### src/rtl/pwm_edge_pkg.sv
package pwm_edge_pkg;
  localparam int EDGES_PER_CH = 4;

  typedef enum logic [1:0] {
    IDLE_HIZ   = 2'b00,
    IDLE_LOW   = 2'b01,
    IDLE_HIGH  = 2'b10,
    IDLE_HIZ_B = 2'b11
  } idle_e;
endpackage

### src/rtl/pwm_timebase.sv
module pwm_timebase #(
  parameter int DIVW = 8,
  parameter int CW   = 8
) (
  input  logic            clk,
  input  logic            rst_n,
  input  logic            run,
  input  logic [DIVW-1:0] div,
  input  logic [CW-1:0]   period,
  output logic [CW-1:0]   pos,
  output logic            wrap
);
  logic [DIVW-1:0] pre_q, pre_d;
  logic [CW-1:0]   pos_q, pos_d;
  logic            tick;

  assign tick = run && (pre_q == div);
  assign wrap = tick && (pos_q >= period);
  assign pos  = pos_q;

  always_comb begin
    pre_d = pre_q;
    pos_d = pos_q;
    if (!run) begin
      pre_d = '0;
      pos_d = '0;
    end else if (tick) begin
      pre_d = '0;
      pos_d = wrap ? '0 : pos_q + 1'b1;
    end else begin
      pre_d = pre_q + 1'b1;
    end
  end

  always_ff @(posedge clk or negedge rst_n) begin
    if (!rst_n) begin
      pre_q <= '0;
      pos_q <= '0;
    end else begin
      pre_q <= pre_d;
      pos_q <= pos_d;
    end
  end

  // a tick inside a period moves the position forward by exactly one
  a_r2_tick_advance: assert property (@(posedge clk) disable iff (!rst_n)
    (tick && !wrap) |=> (pos_q == $past(pos_q) + 1'b1));

  // without a tick the position holds while running
  a_r2_hold_between_ticks: assert property (@(posedge clk) disable iff (!rst_n)
    (run && !tick) |=> (pos_q == $past(pos_q)));
endmodule

### src/rtl/pwm_step_ctl.sv
module pwm_step_ctl #(
  parameter int SW = 8
) (
  input  logic          clk,
  input  logic          rst_n,
  input  logic          start,
  input  logic [SW-1:0] steps,
  input  logic          any_busy,
  input  logic          wrap,
  output logic          busy
);
  logic          busy_q, busy_d;
  logic          pend_q, pend_d;
  logic [SW-1:0] left_q, left_d;
  logic          accept;

  assign accept = start && (steps != '0) && !busy_q && !pend_q;
  assign busy   = busy_q;

  always_comb begin
    busy_d = busy_q;
    pend_d = pend_q;
    left_d = left_q;
    if (wrap) begin
      if (busy_q) begin
        if (left_q == 1) busy_d = 1'b0;
        else             left_d = left_q - 1'b1;
      end else if (pend_q) begin
        busy_d = 1'b1;
        pend_d = 1'b0;
      end
    end
    if (accept) begin
      left_d = steps;
      if (!any_busy || wrap) busy_d = 1'b1;
      else                   pend_d = 1'b1;
    end
  end

  always_ff @(posedge clk or negedge rst_n) begin
    if (!rst_n) begin
      busy_q <= 1'b0;
      pend_q <= 1'b0;
      left_q <= '0;
    end else begin
      busy_q <= busy_d;
      pend_q <= pend_d;
      left_q <= left_d;
    end
  end

  // a move only ends at a period boundary
  a_r6_end_on_wrap: assert property (@(posedge clk) disable iff (!rst_n)
    $fell(busy_q) |-> $past(wrap));

  // nothing but a boundary ends a running move, whatever the strobe does
  a_r8_run_holds: assert property (@(posedge clk) disable iff (!rst_n)
    ($past(busy_q) && !$past(wrap)) |-> busy_q);
endmodule

### src/rtl/pwm_edge_chan.sv
module pwm_edge_chan
  import pwm_edge_pkg::*;
#(
  parameter int CW = 8
) (
  input  logic                       clk,
  input  logic                       rst_n,
  input  logic                       active,
  input  logic                       pol,
  input  logic [1:0]                 idle,
  input  logic [EDGES_PER_CH*CW-1:0] edges,
  input  logic [CW-1:0]              pos,
  output logic                       pad_out,
  output logic                       pad_oe
);
  logic [EDGES_PER_CH-1:0] hit;
  logic                    level;
  logic                    no_zero_edge;
  idle_e                   idle_sel;

  assign idle_sel = idle_e'(idle);

  always_comb begin
    no_zero_edge = 1'b1;
    for (int k = 0; k < EDGES_PER_CH; k++) begin
      hit[k] = (edges[k*CW +: CW] <= pos);
      if (edges[k*CW +: CW] == '0) no_zero_edge = 1'b0;
      for (int j = 0; j < k; j++) begin
        if (edges[j*CW +: CW] == edges[k*CW +: CW]) hit[k] = 1'b0;
      end
    end
  end

  assign level = pol ^ (^hit);

  always_comb begin
    if (active) begin
      pad_oe  = 1'b1;
      pad_out = level;
    end else begin
      unique case (idle_sel)
        IDLE_LOW:  begin pad_oe = 1'b1; pad_out = 1'b0; end
        IDLE_HIGH: begin pad_oe = 1'b1; pad_out = 1'b1; end
        default:   begin pad_oe = 1'b0; pad_out = 1'b0; end
      endcase
    end
  end

  // first position of a period without a zero edge shows the polarity
  a_r5_period_start: assert property (@(posedge clk) disable iff (!rst_n)
    (active && pos == '0 && no_zero_edge) |-> (pad_out == pol));

  // high-impedance idle codes release the pad
  a_r7_idle_release: assert property (@(posedge clk) disable iff (!rst_n)
    (!active && (idle == 2'b00 || idle == 2'b11)) |-> !pad_oe);
endmodule

### src/rtl/pwm_edge_bank.sv
module pwm_edge_bank
  import pwm_edge_pkg::*;
#(
  parameter int NCH    = 6,
  parameter int NFOCUS = 2,
  parameter int CW     = 8,
  parameter int DIVW   = 8,
  parameter int SW     = 8
) (
  input  logic                           clk,
  input  logic                           rst_n,
  input  logic [DIVW-1:0]                cfg_unit_div,
  input  logic [CW-1:0]                  cfg_period,
  input  logic [NCH*EDGES_PER_CH*CW-1:0] cfg_edge,
  input  logic [NCH-1:0]                 cfg_en,
  input  logic [NCH-1:0]                 cfg_pol,
  input  logic [2*NCH-1:0]               cfg_idle,
  input  logic [SW-1:0]                  focus_steps,
  input  logic [SW-1:0]                  zoom_steps,
  input  logic                           focus_start,
  input  logic                           zoom_start,
  output logic [NCH-1:0]                 pad_out,
  output logic [NCH-1:0]                 pad_oe,
  output logic                           focus_busy,
  output logic                           zoom_busy
);
  localparam int CH_BITS = EDGES_PER_CH * CW;

  logic          any_busy;
  logic          wrap;
  logic [CW-1:0] pos;

  assign any_busy = focus_busy | zoom_busy;

  pwm_timebase #(.DIVW(DIVW), .CW(CW)) u_timebase (
    .clk    (clk),
    .rst_n  (rst_n),
    .run    (any_busy),
    .div    (cfg_unit_div),
    .period (cfg_period),
    .pos    (pos),
    .wrap   (wrap)
  );

  pwm_step_ctl #(.SW(SW)) u_focus_ctl (
    .clk      (clk),
    .rst_n    (rst_n),
    .start    (focus_start),
    .steps    (focus_steps),
    .any_busy (any_busy),
    .wrap     (wrap),
    .busy     (focus_busy)
  );

  pwm_step_ctl #(.SW(SW)) u_zoom_ctl (
    .clk      (clk),
    .rst_n    (rst_n),
    .start    (zoom_start),
    .steps    (zoom_steps),
    .any_busy (any_busy),
    .wrap     (wrap),
    .busy     (zoom_busy)
  );

  for (genvar c = 0; c < NCH; c++) begin : g_chan
    logic grp_busy;
    if (c < NFOCUS) begin : g_focus
      assign grp_busy = focus_busy;
    end else begin : g_zoom
      assign grp_busy = zoom_busy;
    end

    pwm_edge_chan #(.CW(CW)) u_chan (
      .clk     (clk),
      .rst_n   (rst_n),
      .active  (cfg_en[c] & grp_busy),
      .pol     (cfg_pol[c]),
      .idle    (cfg_idle[2*c +: 2]),
      .edges   (cfg_edge[c*CH_BITS +: CH_BITS]),
      .pos     (pos),
      .pad_out (pad_out[c]),
      .pad_oe  (pad_oe[c])
    );
  end

  // a group can become busy mid-period only when the timebase was idle
  a_r9_join_on_boundary: assert property (@(posedge clk) disable iff (!rst_n)
    ($rose(zoom_busy) && $past(focus_busy)) |-> $past(wrap));
endmodule

### config.mk
export PLATFORM = sky130hd
export DESIGN_NAME = pwm_edge_bank
export DESIGN_NICKNAME = d
export VERILOG_FILES = /design/src/rtl/pwm_edge_pkg.sv /design/src/rtl/pwm_timebase.sv /design/src/rtl/pwm_step_ctl.sv /design/src/rtl/pwm_edge_chan.sv /design/src/rtl/pwm_edge_bank.sv
export SDC_FILE = /design/constraint.sdc
export NUM_CORES = 1
export LEC_CHECK = 0
export BUFFER_PORTS_ARGS = -buffer_cell sky130_fd_sc_hd__buf_4
export CAP_MARGIN = 20
export CORE_MARGIN = 2
export CORE_UTILIZATION = 38
export CTS_BUF_LIST = sky130_fd_sc_hd__clkbuf_16
export CTS_CLUSTER_SIZE = 10
export DETAILED_ROUTE_END_ITERATION = 16
export GPL_ROUTABILITY_DRIVEN = 1
export GPL_TIMING_DRIVEN = 0
export MAX_ROUTING_LAYER = met4
export PLACE_DENSITY = 0.71
export SYNTH_ARGS = -nofsm -noshare
export SYNTH_HDL_FRONTEND = slang
export SYNTH_SLANG_ARGS = --single-unit
### constraint.sdc
create_clock -name clk -period 7.95 [get_ports clk]
set_clock_uncertainty 0.05 [all_clocks]
set_input_delay 0.795 -clock clk [delete_from_list [all_inputs] [get_ports clk]]
set_output_delay 0.795 -clock clk [all_outputs]
set_load 0.005 [all_outputs]
* Word level (Yosys, flattened, before mapping)
Cells that the tools add are included.
** Storage, ports and cells
- Input port bits :: 252
- Flip-flop bits (word level) :: 36
- Output and inout bits :: 14
- Word-level logic and storage cells :: 231
** Operators by class
- Magnitude comparators :: 25
- Reductions and logical operators :: 34
- Eq/ne operators :: 54
- Muxes and demuxes :: 93
- Bitwise operators :: 13
- Add/subtract/negate cells :: 4
** Operators by type and width (count)
- 8-bit == test :: 37
- 8-bit <= comparator :: 24
- 8-bit two-way mux :: 13
- 1-bit two-way mux :: 80
- 4-bit parity :: 6
- 8-bit by 1-bit adder with 8-bit output, second input constant :: 2
- 8-bit by 1-bit == test with 1-bit output, second input constant :: 2
- 8-bit nonzero test :: 2
- 8-bit by 1-bit subtractor with 8-bit output, second input constant :: 2
- 2-bit by 1-bit == test with 1-bit output, second input constant :: 6
- 2-bit == test, second input constant :: 6
- 2-bit OR reduction :: 6
- 8-bit >= comparator :: 1
- 1-bit logical AND :: 8
- 2-bit nonzero test :: 4
- 1-bit AND :: 6
- 3-bit AND reduction :: 2
- 1-bit XOR :: 6
- 1-bit logical NOT :: 5
- 2-bit by 1-bit != test with 1-bit output, second input constant :: 2
- 2-bit != test, second input constant :: 1
- 1-bit logical OR :: 1
- 1-bit OR :: 1

* Depth between registers and ports, before layout
- Depth after elaboration :: 7
- Depth in mapped cells :: 11
- Depth with buffers taken out :: 10

* Hierarchy
From an unflattened synthesis, not the netlist that was laid out.
** Unflattened totals
- Cell total of the unflattened synthesis :: 1234
- Area, all modules :: 10477.5 µm²
** Modules (own cells, without submodules)
- pwm_edge_chan :: cells an instance 161, area an instance 1328.8 µm², times used 6
- pwm_timebase :: cells an instance 121, area an instance 1153.6 µm², times used 1
- pwm_step_ctl at u_focus_ctl :: cells an instance 72, area an instance 664.4 µm², times used 1
- pwm_step_ctl at u_zoom_ctl :: cells an instance 68, area an instance 638.1 µm², times used 1
- pwm_edge_bank :: cells an instance 7, area an instance 48.8 µm², times used 1

* Worst setup path before layout
Ideal clock, no wire load.
- Path kind :: register to output
- From :: register u_timebase.pos_q[1], in the netlist u_timebase.pos[1]
- To :: output pad_out[2]
- Data arrival time :: 2.622 ns
- Buffers on the path :: 1
- Data required time :: 7.105 ns
- Stages on the path, launching flop included :: 11
- Path slack :: 4.483 ns
- Cells stage by stage :: dfrtp_1 -> inv_1 -> ha_1 -> nor2b_1 -> o211ai_1 -> a21oi_1 -> a2111oi_0 -> o22ai_1 -> xnor3_1 -> o21ai_0 -> buf_4
** Between the ends
- Word-level cells in the longest chain between the ends :: 7
- Elaborated cells between the ends (all ways) :: 13
** RTL lines
- start, declared :: line pwm_timebase.sv:14 : logic [CW-1:0] pos_q, pos_d;
- start signal, assigned :: line pwm_timebase.sv:41 : pos_q <= pos_d;
- 8-bit <= comparator :: line pwm_edge_chan.sv:26 : hit[k] = (edges[k*CW +: CW] <= pos);
- 1-bit two-way mux (3 in a row) :: line pwm_edge_chan.sv:29 : if (edges[j*CW +: CW] == edges[k*CW +: CW]) hit[k] = 1'b0;
- 4-bit parity (*) :: line pwm_edge_chan.sv:34 : assign level = pol ^ (^hit);
- 1-bit XOR (*) :: line pwm_edge_chan.sv:34
- 1-bit two-way mux (*) :: line pwm_edge_chan.sv:37 : if (active) begin
- end, declared :: line pwm_edge_bank.sv:22 : output logic [NCH-1:0] pad_out,
Mark *: on every way between the ends. The rest lies on a longest branch, timed or not.

* Worst setup path after layout
- From :: register u_timebase.pos_q[1], in the netlist u_timebase.pos[1]
- To :: output pad_out[3]
The elaborated chain is that of the path after synthesis.

==> results.cfg <==
[sta]
drv_slew = 0
rsz0062_at_grt = no
setup_ws_ns = 3.538
slew_headroom_pct = 43.79
period_needed_ns = 4.412
holdWs_ns = 0.4148
setup_viol_count_final = 0
tns_ns = 0
hold_violations = 0
max_freq_mhz = 226.6
finalCritPeriodShare_pct = 55.50
tightest_slew_ns = 0.8422

[synth]
avgSynthCellArea_um2 = 8.273
synth_simple_gate_area_share_pct = 18.56
synth-adder-area-share_pct = 26.30
synth_nets = 1683
synth_top_family_by_area = XOR/XNOR gates
synthCells = 1219
synth_compound_area_share_pct = 13.33
synth-seq-cells = 36
ys_seq_area_share_pct = 8.933
ys_warn_count = 0
async_reset_ff_share_pct = 100.0
synth_cell_type_count = 57
synthFlopType = dfrtp_1
synth_xor_area_share_pct = 29.69
synth-edff-count = 0
muxShareOfSynthArea_pct = 0.09926
synth_area_um2 = 10080

[place]
place.detailed.hpwl_um = 26930
gp_congestion = 0.9485
placedCellCount = 1828
portBuffers = 265
pre_cts_ws_ns = 3.757

[cells_and_area]
finish.utilization_pct = 49.34
area.growth.synth_to_final_pct = 27.49
final_cells = 1841
regArea_um2 = 902.1
final_cell_mix = 277 x buf_4, 232 x xnor2_1, 212 x ha_1, 99 x nand4_1, 97 x xor2_1
nNetsFinal = 1964
drive_gt1_share_pct = 20.39
n_fill_cell = 2530
layout_commonest_cell = buf_4
multiInputGateArea_um2 = 8872

[setup_path]
path_max_fanout = 13
crit_start = u_timebase.pos[1]
crit_arrival_ns = 3.57
crit_required_ns = 7.11
cp-start-kind = register
cp-end-kind = output port
rr_startpoint = u_timebase.pos[0]
worstSetupPathType = register to output port

[clock_tree]
tritoncts = built
numCtsBuffers = 5
htree_levels = 2
cts_setup_buffers = 0
clock_latency_ns = 0.28
clock_sinks = 36
clockBufferDepth = 2
cts-root-buf = clkbuf_16
clk_pin_slew_ns = 0.06
post_cts_resized = 0
cts_hold_buf = 0

[floorplan]
rows = 59
dieHeight_um = 166.9
start_util_pct = 38.70
io_pins = 266
chipWidth_um = 166.9
fp.coreArea_um2 = 26060
dieArea_um2 = 27860

[grt]
antenna_found_initial = 5
grt_remaining_overflow = 0
grt_pass1_wl_um = 53300
grt_pass1_vias = 10270
grt_max_degree = 37
grt.total_usage_pct = 23.93

[power_and_ir_drop]
p_per_area_nw_per_um2 = 110.7
leakage_uw = 0.005489
ir_drop_v = 0.0001722

[drt]
drt-wirelength-per-cell_um = 18.14
drt_iter0_markers = 574
antenna_left = 0
route.detailed.vias_per_inst = 5.534
dr.pass1.iters = 5
drc = 0
vias = 10190
routed_wl_um = 33390

[flow_run]
maxCapViolCount = 0

[status]
outcome = complete, no violations

[hold_path]
hp-class = primary input to async pin
## state kept, by name (all words and copies together), names as in the netlist
register / flops
u_zoom_ctl.left_q: 8
u_timebase.pos: 8
u_focus_ctl.pend_q: 1
u_focus_ctl.busy: 1
u_focus_ctl.left_q: 8
u_zoom_ctl.pend_q: 1
u_zoom_ctl.busy: 1
u_timebase.pre_q: 8
## through the flow
step | total power [uW] | instance area [um^2]
finish | 1424 | 12860
global route | 1555 | 12860
CTS | 1431 | 12840
detailed placement | 1235 | 12700
global placement | 1203 | 12490
floorplan | 866.0 | 10080
## critical path: stages (launching register included)
cell       delay, ns
dfrtp_1         0.46
inv_1           0.57
ha_1            0.37
nor2b_1         0.13
o211ai_1        0.15
a21oi_1         0.09
a2111oi_0       0.50
o22ai_1         0.17
xnor2_1         0.18
xnor3_1         0.25
o21ai_0         0.17
buf_4           0.14
buf_4           0.10
## cell type report
type                    count  share of cell area [%]
clock buffers               5                  0.9731
multi-input cells        1114                   69.01
flip-flops and latches     36                   7.016
well taps                 335                   3.260
diodes                      5                 0.09731
inverters                  51                   1.489
plain buffers              18                  0.9342
clock inverters             3                  0.1168
repair buffers            274                   17.11
## cells in the mapped netlist (2+ instances only)
| cell type | count | area share (%) |
|---|---|---|
| xnor2_1 | 232 | 20 |
| ha_1 | 212 | 26 |
| nand4_1 | 99 | 6.1 |
| xor2_1 | 97 | 8.4 |
| a21oi_1 | 96 | 4.8 |
| nand2_1 | 65 | 2.4 |
| nor2_1 | 56 | 2.1 |
| inv_1 | 51 | 1.9 |
| o21ai_0 | 47 | 2.3 |
| dfrtp_1 | 36 | 8.9 |
| nor2b_1 | 27 | 1.7 |
| nor4_1 | 26 | 1.6 |
| o211ai_1 | 26 | 1.9 |
| nand3_1 | 21 | 1.0 |
| o22ai_1 | 18 | 1.1 |
| buf_4 | 12 | 0.89 |
| a21o_1 | 10 | 0.74 |
| nor3_1 | 10 | 0.50 |
| a2111oi_0 | 6 | 0.52 |
| nand2b_1 | 6 | 0.37 |
| clkbuf_1 | 5 | 0.19 |
| xnor3_1 | 5 | 1.1 |
| a211oi_1 | 4 | 0.30 |
| nand3b_1 | 4 | 0.30 |
| o221ai_1 | 4 | 0.35 |
| and3_1 | 3 | 0.19 |
| nand4b_1 | 3 | 0.26 |
| nor3b_1 | 3 | 0.22 |
| a22oi_1 | 2 | 0.15 |
| a31oi_1 | 2 | 0.12 |
| and3b_1 | 2 | 0.17 |
| nor3b_2 | 2 | 0.25 |
| o21ai_1 | 2 | 0.099 |
| o22a_1 | 2 | 0.17 |
## where the power goes
part	switching, uW	internal (uW)	total, uW
clock network	75.7	114	189
registers	97.2	248	346
logic	441	447	889
## cell families (layout without fill, tap and decap cells)
kind of cell    Yosys count  count (layout)
fa+ha+maj               212             212
xor+xnor                334             334
flops                    36              36
simple gates            341             341
compound gates          226             226
buf+inv                  69             351
mux                       1               1
other cells               0               5
## per-layer routing
metal  up-vias  wire length, um  track usage, %
li1       5038                -               -
met1      4804            14870           30.30
met2       290            15980           40.49
met3        57             1762           2.638
met4         0              781           6.409
met5         -                0               -
## final timing paths
check | endpoint | slack (ns) | cells past startpoint
setup / recovery | pad_out[3] | 3.54 | 12
hold / removal | u_focus_ctl.left_q[7] | 0.41 | 1
setup reg to reg | u_focus_ctl.left_q[1] | 4.85 | 11
hold reg to reg | u_zoom_ctl.left_q[4] | 0.49 | 2
max in group asynchronous | u_timebase.pos[0] | 7.08 | 1
min in group clk | u_zoom_ctl.left_q[4] | 0.49 | 2
Note: power is estimated with default switching activity, not from simulation.
